[config.mk]
export PLATFORM = sky130hd
export DESIGN_NAME = bus_state_tracker
export DESIGN_NICKNAME = d
export VERILOG_FILES = /design/src/rtl/bst_pkg.sv /design/src/rtl/bst_idle_timer.sv /design/src/rtl/bst_fsm.sv /design/src/rtl/bst_flags.sv /design/src/rtl/bus_state_tracker.sv
export SDC_FILE = /design/constraint.sdc
export NUM_CORES = 1
export LEC_CHECK = 0
export BUFFER_PORTS_ARGS = -buffer_cell sky130_fd_sc_hd__buf_2
export CELL_PAD_IN_SITES_DETAIL_PLACEMENT = 1
export CELL_PAD_IN_SITES_GLOBAL_PLACEMENT = 2
export CORE_ASPECT_RATIO = 0.75
export CORE_MARGIN = 5
export CORE_UTILIZATION = 38
export DETAILED_ROUTE_END_ITERATION = 7
export HOLD_SLACK_MARGIN = 0.15
export PLACE_DENSITY = 0.89
export SKIP_CTS_REPAIR_TIMING = 1
export SLEW_MARGIN = 40
export SYNTH_ARGS = -nofsm -noshare
export SYNTH_HDL_FRONTEND = slang
export SYNTH_SLANG_ARGS = --single-unit
[constraint.sdc]
create_clock -name clk -period 3.92 [get_ports clk]
set_clock_uncertainty 0.05 [all_clocks]
set_input_delay 0.784 -clock clk [delete_from_list [all_inputs] [get_ports clk]]
set_output_delay 0.784 -clock clk [all_outputs]
set_load 0.01 [all_outputs]
[src/rtl/bst_pkg.sv]
package bst_pkg;

    typedef enum logic [2:0] {
        ST_ATTACHED   = 3'd0,
        ST_POWERED    = 3'd1,
        ST_DEFAULT    = 3'd2,
        ST_ADDRESS    = 3'd3,
        ST_CONFIGURED = 3'd4,
        ST_SUSPENDED  = 3'd5
    } bus_state_e;

    // States in which the idle timer may run
    function automatic logic is_active(input bus_state_e s);
        return (s == ST_POWERED) || (s == ST_DEFAULT) ||
               (s == ST_ADDRESS) || (s == ST_CONFIGURED);
    endfunction

endpackage

[src/rtl/bst_idle_timer.sv]
module bst_idle_timer #(
    parameter int unsigned LIMIT = 144000
) (
    input  logic clk,
    input  logic rst_n,
    input  logic enable,
    input  logic restart,
    output logic expire
);
    localparam int unsigned CW = (LIMIT < 2) ? 1 : $clog2(LIMIT);
    localparam logic [CW-1:0] LAST = CW'(LIMIT - 1);

    logic [CW-1:0] cnt_q;

    always_ff @(posedge clk or negedge rst_n) begin
        if (!rst_n) begin
            cnt_q <= '0;
        end else if (!enable || restart) begin
            cnt_q <= '0;
        end else if (cnt_q != LAST) begin
            cnt_q <= cnt_q + 1'b1;
        end
    end

    assign expire = enable && !restart && (cnt_q == LAST);

endmodule

[src/rtl/bst_fsm.sv]
module bst_fsm
    import bst_pkg::*;
(
    input  logic       clk,
    input  logic       rst_n,
    input  logic       vbus_present,
    input  logic       bus_reset,
    input  logic       bus_activity,
    input  logic       set_addr_done,
    input  logic       set_cfg_done,
    input  logic       cfg_nonzero,
    input  logic       idle_expire,
    output bus_state_e state_q,
    output bus_state_e saved_q
);
    bus_state_e state_d;
    bus_state_e saved_d;

    always_comb begin
        state_d = state_q;
        saved_d = saved_q;
        if (!vbus_present) begin
            state_d = ST_ATTACHED;
        end else begin
            unique case (state_q)
                ST_ATTACHED: state_d = ST_POWERED;
                ST_POWERED: begin
                    if (bus_reset)        state_d = ST_DEFAULT;
                    else if (idle_expire) state_d = ST_SUSPENDED;
                end
                ST_DEFAULT: begin
                    if (bus_reset)          state_d = ST_DEFAULT;
                    else if (set_addr_done) state_d = ST_ADDRESS;
                    else if (idle_expire)   state_d = ST_SUSPENDED;
                end
                ST_ADDRESS: begin
                    if (bus_reset)                        state_d = ST_DEFAULT;
                    else if (set_cfg_done && cfg_nonzero) state_d = ST_CONFIGURED;
                    else if (idle_expire)                 state_d = ST_SUSPENDED;
                end
                ST_CONFIGURED: begin
                    if (bus_reset)                         state_d = ST_DEFAULT;
                    else if (set_cfg_done && !cfg_nonzero) state_d = ST_ADDRESS;
                    else if (idle_expire)                  state_d = ST_SUSPENDED;
                end
                ST_SUSPENDED: begin
                    if (bus_reset)         state_d = ST_DEFAULT;
                    else if (bus_activity) state_d = saved_q;
                end
                default: state_d = ST_ATTACHED;
            endcase
        end
        if (state_d == ST_SUSPENDED && state_q != ST_SUSPENDED) begin
            saved_d = state_q;
        end
    end

    always_ff @(posedge clk or negedge rst_n) begin
        if (!rst_n) begin
            state_q <= ST_ATTACHED;
            saved_q <= ST_ATTACHED;
        end else begin
            state_q <= state_d;
            saved_q <= saved_d;
        end
    end

endmodule

[src/rtl/bst_flags.sv]
module bst_flags
    import bst_pkg::*;
(
    input  bus_state_e state_q,
    input  bus_state_e saved_q,
    output logic       suspended,
    output logic       addr_valid,
    output logic       configured
);
    always_comb begin
        suspended  = 1'b0;
        addr_valid = 1'b0;
        configured = 1'b0;
        unique case (state_q)
            ST_ADDRESS: addr_valid = 1'b1;
            ST_CONFIGURED: begin
                addr_valid = 1'b1;
                configured = 1'b1;
            end
            ST_SUSPENDED: begin
                suspended  = 1'b1;
                addr_valid = (saved_q == ST_ADDRESS) || (saved_q == ST_CONFIGURED);
                configured = (saved_q == ST_CONFIGURED);
            end
            default: ;
        endcase
    end

endmodule

[src/rtl/bus_state_tracker.sv]
module bus_state_tracker
    import bst_pkg::*;
#(
    parameter int unsigned CLK_HZ  = 48_000_000,
    parameter int unsigned IDLE_US = 3000,
    parameter int unsigned CFG_W   = 8
) (
    input  logic             clk,
    input  logic             rst_n,
    input  logic             vbus_present,
    input  logic             bus_reset,
    input  logic             bus_activity,
    input  logic             set_addr_done,
    input  logic             set_cfg_done,
    input  logic [CFG_W-1:0] cfg_value,
    output logic [2:0]       state,
    output logic             suspended,
    output logic             addr_valid,
    output logic             configured
);
    localparam int unsigned IDLE_CYCLES = (CLK_HZ / 1_000_000) * IDLE_US;

    bus_state_e state_q;
    bus_state_e saved_q;
    logic       idle_expire;

    bst_idle_timer #(.LIMIT(IDLE_CYCLES)) u_timer (
        .clk     (clk),
        .rst_n   (rst_n),
        .enable  (is_active(state_q)),
        .restart (bus_activity || bus_reset),
        .expire  (idle_expire)
    );

    bst_fsm u_fsm (
        .clk           (clk),
        .rst_n         (rst_n),
        .vbus_present  (vbus_present),
        .bus_reset     (bus_reset),
        .bus_activity  (bus_activity),
        .set_addr_done (set_addr_done),
        .set_cfg_done  (set_cfg_done),
        .cfg_nonzero   (|cfg_value),
        .idle_expire   (idle_expire),
        .state_q       (state_q),
        .saved_q       (saved_q)
    );

    bst_flags u_flags (
        .state_q    (state_q),
        .saved_q    (saved_q),
        .suspended  (suspended),
        .addr_valid (addr_valid),
        .configured (configured)
    );

    assign state = state_q;

endmodule

### Word-level counts from Yosys, hierarchy flattened

Index checks and enable logic that the tools add are counted.

* register bits: 24
* input port bits: 15
* logic and storage cells: 50

* add/subtract/negate cells: 1
* equality and inequality tests: 11
* muxes and demuxes: 17
* reduce and logical (&&, ||, !) cells: 18

Operator list (number)
* 18-bit 2-to-1 mux: 2
* 3-bit 2-to-1 mux: 11
* 18-bit by 1-bit adder with 18-bit output (second input constant): 1
* 18-bit equality test (second input constant): 1
* 18-bit inequality test (second input constant): 1
* 3-bit one-hot mux with 6 select lines: 1
* 3-bit equality test (second input constant): 4
* 3-bit by 2-bit equality test with 1-bit output (second input constant): 3
* 8-bit OR reduction: 1
* 1-bit logical OR: 6
* 1-bit logical AND: 5
* 1-bit one-hot mux with 2 select lines: 2
* 3-bit by 1-bit equality test with 1-bit output (second input constant): 1
* 1-bit logical NOT: 3
* 3-bit logical NOT: 1
* 3-bit inequality test (second input constant): 1
* 2-bit nonzero test: 1
* 2-bit OR reduction: 1
* 1-bit 2-to-1 mux: 1

### Depth between registers and ports, before layout

* depth in word-level cells: 13
* mapped depth: 8
* depth with buffers taken out: 6

### Hierarchy

A second synthesis with hierarchy kept.

* cells, all modules: 165
* area, all modules: 1557.7 µm²

By module, submodules not included
* bst_idle_timer: times used 1, cells each 100, area each 1003.5 µm², sequential area each 450.4 µm²
* bst_fsm: times used 1, cells each 48, area each 454.2 µm², sequential area each 150.1 µm²
* bst_flags: times used 1, cells each 11, area each 65.1 µm², sequential area each 0.0 µm²
* bus_state_tracker: times used 1, cells each 6, area each 35.0 µm², sequential area each 0.0 µm²

### Least setup slack after synthesis

No wires, ideal clock.

* path type: input to register
* start: input port cfg_value[1]
* end: register u_fsm.saved_q[0]
* arrival time: 2.116 ns
* path slack: 1.626 ns
* stages: 6
* buffers on the path: 0
* path through: nor4_4 nand4_1 a311o_1 o31ai_2 nand3b_2 mux2_1

* longest elaborated chain between the ends: 9
* elaborated cells on any way between the ends: 12
* those cells by class: eq/ne: 1; mux: 6; reduce/logical: 5

RTL lines
* start, declared: line bus_state_tracker.sv:15 `input logic [CFG_W-1:0] cfg_value,`
* 8-bit OR reduction *: line bus_state_tracker.sv:43 `.cfg_nonzero (|cfg_value),`
* 1-bit logical NOT: line bst_fsm.sv:43 `else if (set_cfg_done && !cfg_nonzero) state_d = ST_ADDRESS;`
* 1-bit logical AND: line bst_fsm.sv:43
* 3-bit 2-to-1 mux: line bst_fsm.sv:43
* 3-bit 2-to-1 mux: line bst_fsm.sv:42 `if (bus_reset) state_d = ST_DEFAULT;`
* 3-bit one-hot mux with 6 select lines *: line bst_fsm.sv:25 `unique case (state_q)`
* 3-bit 2-to-1 mux *: line bst_fsm.sv:22 `if (!vbus_present) begin`
* named net u_fsm.state_d[0]: line bst_fsm.sv:16 `bus_state_e state_d;`
* 3-bit equality test *: line bst_fsm.sv:53 `if (state_d == ST_SUSPENDED && state_q != ST_SUSPENDED) begin`
* 1-bit logical AND *: line bst_fsm.sv:53
* end signal, assigned: line bst_fsm.sv:64 `saved_q <= saved_d;`
* end, declared: line bst_fsm.sv:14 `output bus_state_e saved_q`

The timed path passes the listed nets; every way through them passes the cells marked *.
A chain may end at the register's enable or synchronous reset.

### Worst setup path after layout

* start: register u_fsm.state_q[0]
* end: register u_fsm.saved_q[1]

* longest elaborated chain between the ends: 13
* elaborated cells on any way between the ends: 26
* those cells by class: eq/ne: 7; mux: 12; reduce/logical: 7

RTL lines
* start, declared: line bst_fsm.sv:13 `output bus_state_e state_q,`
* start signal, assigned: line bst_fsm.sv:63 `state_q <= state_d;`
* 3-bit by 1-bit equality test with 1-bit output or 3-bit by 2-bit equality test with 1-bit output (tied branches): line bst_pkg.sv:14, bst_fsm.sv:25
* 1-bit logical OR (2 in series): line bst_pkg.sv:14 `return (s == ST_POWERED) || (s == ST_DEFAULT) ||`
* 1-bit logical OR: line bst_pkg.sv:15 `(s == ST_ADDRESS) || (s == ST_CONFIGURED);`
* 1-bit logical AND (2 in series): line bst_idle_timer.sv:25 `assign expire = enable && !restart && (cnt_q == LAST);`
* 3-bit 2-to-1 mux
* 3-bit 2-to-1 mux (on tied branches): line bst_fsm.sv:43, bst_fsm.sv:33, bst_fsm.sv:38
* 3-bit 2-to-1 mux (on tied branches): line bst_fsm.sv:42, bst_fsm.sv:32, bst_fsm.sv:37
* 3-bit one-hot mux with 6 select lines: line bst_fsm.sv:25
* 3-bit 2-to-1 mux: line bst_fsm.sv:22
* 3-bit equality test: line bst_fsm.sv:53
* 1-bit logical AND *: line bst_fsm.sv:53

Mark *: on every way between the ends. The rest lies on a longest branch, timed or not.

==> out/metrics.csv <==
stage,metric,value,unit
synth,mapped cell area,1530,sq um
detailed_routing,DRC viols,0,
detailed_routing,routed via count,1207,
sta,Fin. Hold Viols,0,
place,pre-CTS WS,1.31,ns
synth,Syn Nets,176,
synth,largest cells by area after synthesis,"dfrtp_1, xor2_1, nor2_1, nand2_1, nand4_1",
clocking,clock transition at the registers of the reported paths,0.08,ns
critical_path,crit end category,flip-flop,
sta,final setup vio count,0,
sta,setup TNS,0,ns
global_routing,gr usage total,0.147,
critical_path,Critical Path Source Type,flip-flop,
sta,f_max,401,MHz
place,Final Wtd Congestion,0.810,
place,port bufs,20,
clocking,CTS tree,yes,
critical_path,Worst Reg2Reg Path Length in Cells,6,
floorplanning,row cnt,20,
sta,RSZ-0062 raised after global routing,false,
run,max-cap viol count,0,
detailed_routing,met1 WL,1790,um
synth,Unique masters post-synth,44,
clocking,Clock Tree Root,clkbuf_8,
detailed_routing,Max Used Layer,met4,
detailed_routing,WL per Instance,15.9,um
floorplanning,Die H,65.0,um
global_routing,grt ovf,0,
synth,cell accounting for the most synthesized area,dfrtp_1,
synth,#FFs+latches synth,24,
floorplanning,initial core utilization,0.385,
detailed_routing,WL final,3650,um
detailed_routing,Detail Route Antenna Nets,0,
power_and_ir_drop,pwr/cell area,284,nW/um^2
cells_and_area,Reg area,601,sq um
critical_path,CP arrival,2.60,ns
global_routing,pin count of the biggest net entering global routing,25,
run_status,outcome,"complete, no violations",
cells_and_area,Layout area overhead,9.08,%
power_and_ir_drop,Leak,0.718,nW
synth,yosys synthesis warning count,0,
synth,Syn Inst Count,160,
hold_path,Hold Path Class,in2async,
critical_path,WS Path Type,reg2reg,
place,hpwl dp,2780,um
global_routing,initial antenna violation count,0,
synth,register area share after synthesis,0.392,
critical_path,"Max FO, Critical Path",20,
sta,Final min period,2.49,ns
sta,Final WS setup,1.43,ns
power_and_ir_drop,total power,0.474,mW
cells_and_area,share of cells above drive strength 1,0.194,
sta,slew margin rel.,0.555,
detailed_routing,WL met3,118,um
critical_path,Crit Reg-Reg Endpoint,u_fsm.saved_q[1],
clocking,H-tree Lvls,1,
cells_and_area,fin nets,192,
critical_path,reg-to-reg critical path startpoint,u_fsm.state_q[0],
cells_and_area,Filler cells,461,
cells_and_area,multi-input logic area,830,sq um
synth,Synth top area share,0.392,
cells_and_area,most frequent cells in the layout,"nor2_1, dfrtp_1, buf_2",
sta,fraction of the cycle the final worst path needs,0.636,
clocking,clock buffer depth,2,
synth,syn avg cell area,9.56,sq um
critical_path,critical path data required time,4.03,ns
floorplanning,core area,3980,sq um
sta,pins over their slew limit,0,
detailed_routing,First-pass DRT Iterations,4,
clocking,total CTS buffers,3,
floorplanning,I/O pins,21,
floorplanning,die width,83.3,um
floorplanning,DIE AREA,5410,sq um
clocking,Worst-Skew Late Latency,0.27,ns
global_routing,first-pass GRT wire length,6390,um
clocking,clk sinks,24,
cells_and_area,Layout Utilization,0.419,
global_routing,vias in the first global route,1307,
power_and_ir_drop,Max VDD drop,144,uV
detailed_routing,met2 WL,1720,um
detailed_routing,DR iter-0 viols,32,
detailed_routing,Vias/cell,5.25,
critical_path,reg2reg setup slack,1.43,ns
cells_and_area,antenna diode count,0,
sta,worst slew pin tran,0.665,ns
final cells by class:
type	count	area share
multi-input combinational	123	0.497
tap	55	0.0412
timing repair buffer	20	0.0600
sequential	24	0.360
clock buffer	4	0.0330
inverter	4	0.00900
kinds of logic after synthesis:
group	count (synthesis)	synth area share
simple gates	74	0.280
compound gates	26	0.117
flops	24	0.392
xor+xnor	18	0.108
buf+inv	13	0.0654
mux	4	0.0294
fa+ha+maj	1	0.00818
critical path, stage by stage, from the launching register on:
cell and delay, ns:
dfrtp_1 0.62, nor2_1 0.15, xnor2_2 0.20, nand2_1 0.43, o21ai_0 0.42, nand3b_2 0.16
mux2_1 0.34
cell usage after synthesis (all sizes together):
cell	count
a2111oi	1
a211oi	2
a21boi	2
a21oi	6
a221oi	1
a311o	1
a311oi	1
a31o	1
a41oi	1
and2	1
and3	4
and3b	1
and4	3
buf	4
clkbuf	4
clkdlybuf4s15	1
dfrtp	24
ha	1
inv	4
mux2	4
nand2	16
nand2b	1
nand3	5
nand3b	2
nand4	7
nand4b	1
nor2	24
nor2b	1
nor3b	3
nor4	2
nor4b	2
o21a	1
o21ai	7
o31ai	1
o32a	1
or3	1
xnor2	2
xor2	16
worst max path at each step:
stage | from | endpoint | slack, ns | depth (start not counted)
6_report | u_fsm.state_q[0] | u_fsm.saved_q[1] | 1.43 | 6
5_1_grt | u_fsm.state_q[0] | u_fsm.saved_q[2] | 1.20 | 6
4_1_cts | u_fsm.state_q[0] | u_fsm.saved_q[1] | 1.41 | 6
3_5_place_dp | cfg_value[1] | u_fsm.saved_q[1] | 1.31 | 7
3_3_place_gp | cfg_value[5] | u_fsm.saved_q[1] | 1.39 | 7
2_1_floorplan | cfg_value[1] | u_fsm.saved_q[0] | 1.63 | 6
flip-flops by register name, summed over array words and instances (netlist names):
name           flops
u_fsm.saved_q      3
u_fsm.state_q      3
u_timer.cnt_q     18
layer usage:
metal / track usage / up-vias
met4: 0.0327 / 0
met5: 0 / -
met3: 0.0381 / 4
li1: - / 592
met1: 0.194 / 593
met2: 0.242 / 18
power by group:
group          switching, mW  internal [mW]  total [mW]
Combinational         0.0299         0.0194      0.0493
Sequential           0.00740          0.249       0.257
Clock                 0.0785         0.0897       0.168
through the flow:
stage	cells	area (sq um)	hold WS (ns)
after floorplan	160	1530	0.438
after global placement	226	1610	0.469
after detailed placement	226	1610	0.475
after CTS	230	1670	0.454
after global routing	230	1670	0.480
final	230	1670	0.445
(Power assumes the default switching activity.)
